==> config.mk <==
export PLATFORM = sky130hd
export DESIGN_NAME = hdlc_rx_deframer
export DESIGN_NICKNAME = d
export VERILOG_FILES = /design/src/rtl/hdlc_rx_pkg.sv /design/src/rtl/hdlc_rx_linectl.sv /design/src/rtl/hdlc_rx_bytepath.sv /design/src/rtl/hdlc_rx_deframer.sv
export SDC_FILE = /design/constraint.sdc
export NUM_CORES = 1
export LEC_CHECK = 0
export ABC_AREA = 1
export BUFFER_PORTS_ARGS = -buffer_cell sky130_fd_sc_hd__buf_2
export CORE_ASPECT_RATIO = 1.5
export CORE_MARGIN = 2
export CORE_UTILIZATION = 40
export DETAILED_ROUTE_END_ITERATION = 8
export GPL_TIMING_DRIVEN = 0
export PLACE_DENSITY = 0.58
export SLEW_MARGIN = 20
export SYNTH_ARGS = -nofsm -noshare
export SYNTH_HDL_FRONTEND = slang
export SYNTH_SLANG_ARGS = --single-unit
==> constraint.sdc <==
create_clock -name clk -period 6 [get_ports clk]
set_input_delay 0 -clock clk [delete_from_list [all_inputs] [get_ports clk]]
set_output_delay 0 -clock clk [all_outputs]
set_load 0.03 [all_outputs]
==> src/rtl/hdlc_rx_pkg.sv <==
package hdlc_rx_pkg;

  localparam int HOLD_MAX = 4;                 // widest check sequence in bytes
  localparam int HC_W     = $clog2(HOLD_MAX + 1);

  localparam logic [15:0] CCITT_POLY_R = 16'h8408;
  localparam logic [31:0] CRC32_POLY_R = 32'hEDB88320;
  localparam logic [15:0] CCITT_GOOD   = 16'hF0B8;
  localparam logic [31:0] CRC32_GOOD   = 32'hDEBB20E3;

  typedef enum logic [1:0] {
    LINE_HUNT = 2'd0,
    LINE_OPEN = 2'd1,
    LINE_RUN  = 2'd2
  } lineState_t;

  // strobes from line control to byte datapath, valid for one clock
  typedef struct packed {
    logic bitStb;    // a destuffed data bit leaves the window
    logic bitVal;    // its value
    logic flagStb;   // flag completed: close current frame, open next
    logic abortStb;  // abort run reached
    logic dropStb;   // frame discarded silently
  } rxStrobe_t;

  // one byte through a reflected CRC register, LSB first
  function automatic logic [31:0] crcByte(input logic [31:0] cur,
                                          input logic [7:0]  data,
                                          input logic        wide);
    logic [31:0] r;
    logic        fb;
    r = cur;
    for (int i = 0; i < 8; i++) begin
      fb = r[0] ^ data[i];
      if (wide) r = (r >> 1) ^ (fb ? CRC32_POLY_R : 32'h0);
      else      r = {16'h0, (r[15:0] >> 1) ^ (fb ? CCITT_POLY_R : 16'h0)};
    end
    return r;
  endfunction

endpackage

==> src/rtl/hdlc_rx_linectl.sv <==
module hdlc_rx_linectl
  import hdlc_rx_pkg::*;
#(
  parameter int HDLC_RUN = 7,
  parameter int PPP_RUN  = 15
) (
  input  logic      clk,
  input  logic      rstN,
  input  logic      bitEn,
  input  logic      bitIn,
  input  logic      pppMode,
  output rxStrobe_t stb
);

  localparam int ONES_W = $clog2(PPP_RUN + 1);
  localparam logic [ONES_W-1:0] HDLC_LIM = ONES_W'(HDLC_RUN);
  localparam logic [ONES_W-1:0] PPP_LIM  = ONES_W'(PPP_RUN);

  logic [7:0]        win;      // raw bits, newest at [7]
  logic [7:0]        winVal;   // bit belongs to an open frame
  logic [ONES_W-1:0] onesCnt;  // raw run of ones
  logic [2:0]        dOnes;    // run of ones among exiting data bits
  lineState_t        state;

  logic [7:0]        nWin;
  logic [ONES_W-1:0] nOnes;
  logic              isFlag, stuffed, clearWin;
  lineState_t        nState;

  always_comb begin
    nWin     = {bitIn, win[7:1]};
    nOnes    = bitIn ? ((onesCnt == '1) ? onesCnt : onesCnt + 1'b1) : '0;
    isFlag   = (nWin == 8'h7E);
    stuffed  = !win[0] && (dOnes == 3'd5);
    stb      = '0;
    nState   = state;
    clearWin = 1'b0;
    if (bitEn) begin
      stb.bitStb = winVal[0] && !stuffed;
      stb.bitVal = win[0];
      if (isFlag) begin
        stb.flagStb = 1'b1;
        nState      = LINE_OPEN;
        clearWin    = 1'b1;
      end else begin
        case (state)
          LINE_OPEN: if (nOnes == HDLC_LIM) begin
            clearWin = 1'b1;
            if (pppMode) nState = LINE_RUN;
            else begin
              stb.abortStb = 1'b1;
              nState       = LINE_HUNT;
            end
          end
          LINE_RUN: if (!bitIn) begin
            stb.dropStb = 1'b1;
            nState      = LINE_HUNT;
          end else if (nOnes == PPP_LIM) begin
            stb.abortStb = 1'b1;
            nState       = LINE_HUNT;
          end
          default: ;
        endcase
      end
    end
  end

  always_ff @(posedge clk) begin
    if (!rstN) begin
      win     <= '0;
      winVal  <= '0;
      onesCnt <= '0;
      dOnes   <= '0;
      state   <= LINE_HUNT;
    end else if (bitEn) begin
      win     <= nWin;
      onesCnt <= nOnes;
      state   <= nState;
      if (clearWin) begin
        winVal <= '0;
        dOnes  <= '0;
      end else begin
        winVal <= {nState == LINE_OPEN, winVal[7:1]};
        if (winVal[0]) begin
          if (stuffed)     dOnes <= '0;
          else if (win[0]) dOnes <= dOnes + 3'd1;
          else             dOnes <= '0;
        end
      end
    end
  end

endmodule

==> src/rtl/hdlc_rx_bytepath.sv <==
module hdlc_rx_bytepath
  import hdlc_rx_pkg::*;
#(
  parameter int LEN_W     = 12,
  parameter int MIN_BYTES = 4
) (
  input  logic             clk,
  input  logic             rstN,
  input  rxStrobe_t        stb,
  input  logic             crcSel,
  input  logic             crcPass,
  input  logic [LEN_W-1:0] maxLen,
  output logic             outValid,
  output logic [7:0]       outData,
  output logic             outSof,
  output logic             outEof,
  output logic             outAbort,
  output logic             outCrcErr,
  output logic             outShort,
  output logic             outLong
);

  localparam logic [LEN_W:0] MIN_CNT = (LEN_W + 1)'(MIN_BYTES);

  logic [7:0]      shReg;
  logic [2:0]      bitCnt;
  logic [LEN_W:0]  byteCnt;
  logic            hadData, sofPend, frameC32, framePass;
  logic [7:0]      hold [HOLD_MAX];
  logic [HC_W-1:0] holdCnt;
  logic [31:0]     crcReg;

  logic [HC_W-1:0] crcLen, nHoldCnt;
  logic [7:0]      nSh, emitB;
  logic [7:0]      nHold [HOLD_MAX];
  logic            byteDone, emitV, hadN, crcGood, isShort, isLong;
  logic            closeRep, abortRep, endFrame;
  logic [LEN_W:0]  nByteCnt;
  logic [31:0]     nCrc;

  always_comb begin
    crcLen   = framePass ? HC_W'(0) : (frameC32 ? HC_W'(4) : HC_W'(2));
    nSh      = {stb.bitVal, shReg[7:1]};
    byteDone = stb.bitStb && (bitCnt == 3'd7);
    emitV    = 1'b0;
    emitB    = nSh;
    nHold    = hold;
    nHoldCnt = holdCnt;
    if (byteDone) begin
      if (crcLen == '0) begin
        emitV = 1'b1;
      end else if (holdCnt < crcLen) begin
        for (int i = 0; i < HOLD_MAX; i++)
          if (HC_W'(i) == holdCnt) nHold[i] = nSh;
        nHoldCnt = holdCnt + 1'b1;
      end else begin
        emitV = 1'b1;
        emitB = hold[0];
        for (int i = 0; i < HOLD_MAX - 1; i++)
          if (HC_W'(i + 1) < crcLen) nHold[i] = hold[i + 1];
        for (int i = 0; i < HOLD_MAX; i++)
          if (HC_W'(i) == crcLen - 1'b1) nHold[i] = nSh;
      end
    end
    nByteCnt = (byteDone && byteCnt != '1) ? byteCnt + 1'b1 : byteCnt;
    nCrc     = byteDone ? crcByte(crcReg, nSh, frameC32) : crcReg;
    crcGood  = frameC32 ? (nCrc == CRC32_GOOD) : (nCrc[15:0] == CCITT_GOOD);
    isShort  = nByteCnt < MIN_CNT;
    isLong   = nByteCnt > {1'b0, maxLen};
    hadN     = hadData || stb.bitStb;
    closeRep = stb.flagStb && hadN;
    abortRep = stb.abortStb && hadN;
    endFrame = stb.flagStb || stb.abortStb || stb.dropStb;
  end

  always_ff @(posedge clk) begin
    if (!rstN) begin
      outValid  <= 1'b0;
      outData   <= '0;
      outSof    <= 1'b0;
      outEof    <= 1'b0;
      outAbort  <= 1'b0;
      outCrcErr <= 1'b0;
      outShort  <= 1'b0;
      outLong   <= 1'b0;
      shReg     <= '0;
      bitCnt    <= '0;
      byteCnt   <= '0;
      hadData   <= 1'b0;
      sofPend   <= 1'b1;
      holdCnt   <= '0;
      crcReg    <= '1;
      frameC32  <= 1'b0;
      framePass <= 1'b0;
      for (int i = 0; i < HOLD_MAX; i++) hold[i] <= '0;
    end else begin
      outValid  <= emitV;
      outData   <= emitB;
      outSof    <= emitV && sofPend;
      outEof    <= closeRep || abortRep;
      outAbort  <= abortRep;
      outCrcErr <= closeRep && !framePass && !isShort && !crcGood;
      outShort  <= closeRep && isShort;
      outLong   <= closeRep && isLong;
      if (endFrame) begin
        bitCnt  <= '0;
        byteCnt <= '0;
        hadData <= 1'b0;
        sofPend <= 1'b1;
        holdCnt <= '0;
        crcReg  <= '1;
        if (stb.flagStb) begin
          frameC32  <= crcSel;
          framePass <= crcPass;
        end
      end else begin
        if (stb.bitStb) begin
          shReg  <= nSh;
          bitCnt <= bitCnt + 3'd1;
        end
        byteCnt <= nByteCnt;
        hadData <= hadN;
        holdCnt <= nHoldCnt;
        crcReg  <= nCrc;
        hold    <= nHold;
        if (emitV) sofPend <= 1'b0;
      end
    end
  end

endmodule

==> src/rtl/hdlc_rx_deframer.sv <==
module hdlc_rx_deframer
  import hdlc_rx_pkg::*;
#(
  parameter int LEN_W     = 12,
  parameter int MIN_BYTES = 4,
  parameter int HDLC_RUN  = 7,
  parameter int PPP_RUN   = 15
) (
  input  logic             clk,
  input  logic             rstN,
  input  logic             bitEn,
  input  logic             bitIn,
  input  logic             pppMode,
  input  logic             crcSel,
  input  logic             crcPass,
  input  logic [LEN_W-1:0] maxLen,
  output logic             outValid,
  output logic [7:0]       outData,
  output logic             outSof,
  output logic             outEof,
  output logic             outAbort,
  output logic             outCrcErr,
  output logic             outShort,
  output logic             outLong
);

  rxStrobe_t stb;

  hdlc_rx_linectl #(
    .HDLC_RUN (HDLC_RUN),
    .PPP_RUN  (PPP_RUN)
  ) u_line (
    .clk     (clk),
    .rstN    (rstN),
    .bitEn   (bitEn),
    .bitIn   (bitIn),
    .pppMode (pppMode),
    .stb     (stb)
  );

  hdlc_rx_bytepath #(
    .LEN_W     (LEN_W),
    .MIN_BYTES (MIN_BYTES)
  ) u_bytes (
    .clk       (clk),
    .rstN      (rstN),
    .stb       (stb),
    .crcSel    (crcSel),
    .crcPass   (crcPass),
    .maxLen    (maxLen),
    .outValid  (outValid),
    .outData   (outData),
    .outSof    (outSof),
    .outEof    (outEof),
    .outAbort  (outAbort),
    .outCrcErr (outCrcErr),
    .outShort  (outShort),
    .outLong   (outLong)
  );

endmodule

==> impl_metrics.env <==
export IMPL_grt_overflow_total=0
export IMPL_synth_most_common_cell="nand2_1"
export IMPL_clock_sinks=134
export IMPL_clock_latency_ns=0.43
export IMPL_wire_per_inst_um=14.46
export IMPL_required_ns=6.36
export IMPL_synth_main_ff_cell="dfxtp_1"
export IMPL_drt_drc_violations_left=0
export IMPL_dr_first_iter_drc_count=505
export IMPL_cp_arrival_ns=3.68
export IMPL_max_slew_worst_pin_slew_ns=0.5700
export IMPL_die_h_um=177.4
export IMPL_antennaDiodeCount=0
export IMPL_peakVddDrop_uv=194.4
export IMPL_vias=7811
export IMPL_maxCapViolCount=0
export IMPL_yosysWarnings=0
export IMPL_slowest_stage="dfxtp_1"
export IMPL_drive_above_1_share_pct=10.42
export IMPL_crit_path_cell_trace="buf_2, buf_4, buf_2, nand2_1, ha_1, a21oi_1, clkbuf_1, clkbuf_1, nand2_1, o21ai_0, nor2_1, nor2_1"
export IMPL_timing_final_crit_share_pct=55.19
export IMPL_drv_slew=0
export IMPL_grt_pass1_wl_mm=37.41
export IMPL_crit_path_start="u_bytes.frameC32"
export IMPL_htree_levels=4
export IMPL_cts_max_path_buffers=2
export IMPL_synth_seq_cells=134
export IMPL_grt_pass1_vias=7505
export IMPL_status="finished clean"
export IMPL_synth_enable_flop_cells=0
export IMPL_clock_skew_ns=0.006134
export IMPL_synth_top_area_share_pct=33.46
export IMPL_fmax_mhz=302.0
export IMPL_cts_tree="yes"
export IMPL_synth_area_sq_um=8018
export IMPL_gp_congestion=0.9360
export IMPL_setup_tns_ns=0
export IMPL_power_density_nw_per_um2=223.1
export IMPL_core_sq_um=19710
export IMPL_grt_max_degree=17
export IMPL_cpPeakStageDelay_ns=0.46
export IMPL_area_growth_pct=14.06
export IMPL_leakagePower_nw=4.645
export IMPL_finalPower_w=0.002040
export IMPL_critPathKind="flop to flop"
export IMPL_r2r_start="u_bytes.frameC32"
export IMPL_rows=63
export IMPL_grt_total_usage_pct=22.61
export IMPL_grt_antenna_before_repair=0
export IMPL_pin_count=34
export IMPL_multi_input_area_sq_um=4524
export IMPL_slew_limit_headroom_pct=61.74
export IMPL_numCtsBuffers=17
export IMPL_start_util_pct=40.69
export IMPL_synth_top_area_cell="dfxtp_1"
export IMPL_synth_cells=1257
export IMPL_setup_violations=0
export IMPL_hold_path_class="input port to flop"
export IMPL_hold_violations=0
export IMPL_wirelength_mm=22.92
export IMPL_hold_start="bitEn"
export IMPL_worst_path_max_fanout=10
export IMPL_startpoint_type="flop"
export IMPL_die_area_sq_um=21220
export IMPL_via_per_inst=4.928
export IMPL_nets=1358
export IMPL_clock_root_buffer="clkbuf_16"
export IMPL_yosysSeqAreaShare_pct=33.46
export IMPL_port_buffers=32
export IMPL_synth_area_per_cell_sq_um=6.378
export IMPL_synth_area_leaders="dfxtp_1, nand2_1, nand3_1"
export IMPL_clk_pin_slew_ns=0.06
export IMPL_hpwlAfterDp_mm=17.83
export IMPL_ant_nets=0
export IMPL_die_width_um=119.6
export IMPL_yosys_cell_types_count=44
export IMPL_syn_nets=1302
export IMPL_drt_pass1_iter_count=6
export IMPL_synth_top_cells_by_count="nand2_1, inv_1, dfxtp_1, nor2_1, nand3_1"
export IMPL_seq_area_sq_um=2683
export IMPL_cts_resized_gates=0
export IMPL_min_period_ns=3.311
export IMPL_worstSetupEndpointType="flop"
export IMPL_rsz0062_at_grt="no"
export IMPL_nFillCells=2086
export IMPL_synth_async_reset_ratio_pct=0
timing repair:
action,CTS,global route
buffers inserted,0,0
hold endpoints to repair,11,0
hold buffers,5,0
worst max-delay path: cells and delay by family, from the launching register on:
family | cells | cell delay [ns]
buffers and inverters | 5 | 1.67
AOI/OAI and AO/OA | 2 | 0.37
adders and majority gates | 1 | 0.31
DFF | 1 | 0.46
and+or+nand+nor | 4 | 0.43
registers in the layout (all words and copies together) (netlist names), 2 cells and up:
name,count
u_bytes.crcReg,32
u_bytes.hold,32
u_bytes.byteCnt,13
u_bytes.outData,8
u_line.winVal,8
u_line.win,8
u_bytes.shReg,7
u_line.onesCnt,4
u_bytes.bitCnt,3
u_bytes.holdCnt,3
u_line.dOnes,3
u_line.state,2
cell usage in the layout, fill, tap and decap left out, types with 5 or more instances in the layout:
master         netlist  routed
nand2_1            422     422
inv_1              141     141
dfxtp_1            134     134
nor2_1             114     114
nand3_1            110     110
o21ai_0             69      69
a21oi_1             57      57
buf_2               12      44
ha_1                26      26
xor2_1              20      20
clkbuf_1            15      19
clkbuf_16            0      17
inv_2               15      15
nand4_1             12      12
nor3_1              12      12
nand2_2             12      12
o21ai_1             12      12
buf_6                7       7
nand3b_1             7       7
nand2_4              6       6
or2_2                6       6
xnor2_1              5       5
a21oi_2              5       5
dlygate4sd3_1        0       5
stage by stage:
| step | std cells | hold WS (ns) | worst slack [ns] | instance area [sq um] | util, % |
|---|---|---|---|---|---|
| floorplan | 1257 | 0.1815 | 3.456 | 8018 | - |
| global placement | 1549 | 0.3140 | 2.745 | 8503 | 43.15 |
| detailed placement | 1549 | 0.3294 | 2.737 | 8503 | 43.15 |
| CTS | 1585 | 0.04335 | 2.698 | 9145 | 46.41 |
| global route | 1585 | 0.08274 | 2.363 | 9145 | 46.41 |
| finish | 1585 | 0.03997 | 2.689 | 9145 | 46.41 |
final cells by class:
cell class,instances,area share (%)
timing repair buffer,37,2.299
buffer,37,2.340
inverter,159,6.526
clock buffer,23,5.117
tap,260,3.557
multi-input combinational,927,49.47
sequential,134,29.33
clock inverter,8,1.354
kinds of logic after synthesis:
logic type | after synthesis | synth area share [%]
xor+xnor | 25 | 2.731
simple gates | 721 | 39.17
buf+inv | 196 | 10.11
mux | 1 | 0.1248
flops | 134 | 33.46
compound gates | 154 | 10.35
fa+ha+maj | 26 | 4.057
power by group:
group          switching, W   total, W  internal (W)
combinational     0.0000496  0.0000736     0.0000240
clock              0.000394    0.00107      0.000672
sequential       0.00000465   0.000901      0.000896
total              0.000449    0.00204       0.00159
path summary, 6_finish.rpt:
| check | slack (ns) | endpoint | depth (start not counted) |
|---|---|---|---|
| max reg2reg | 2.69 | u_bytes.hold[29] | 12 |
| min | 0.04 | u_line.dOnes[1] | 4 |
| max | 2.69 | u_bytes.hold[29] | 12 |
| min reg2reg | 0.45 | u_bytes.hold[1] | 2 |
layer usage:
metal	global-route usage [%]	part of all wire (%)	vias to the layer above
met2	42.21	51	158
met1	23.90	40	3488
met5	0	0	-
met3	3.535	3.0	66
met4	12.75	5.5	0
li1	-	-	4099
No activity file was read; power rests on OpenSTA's default activity.
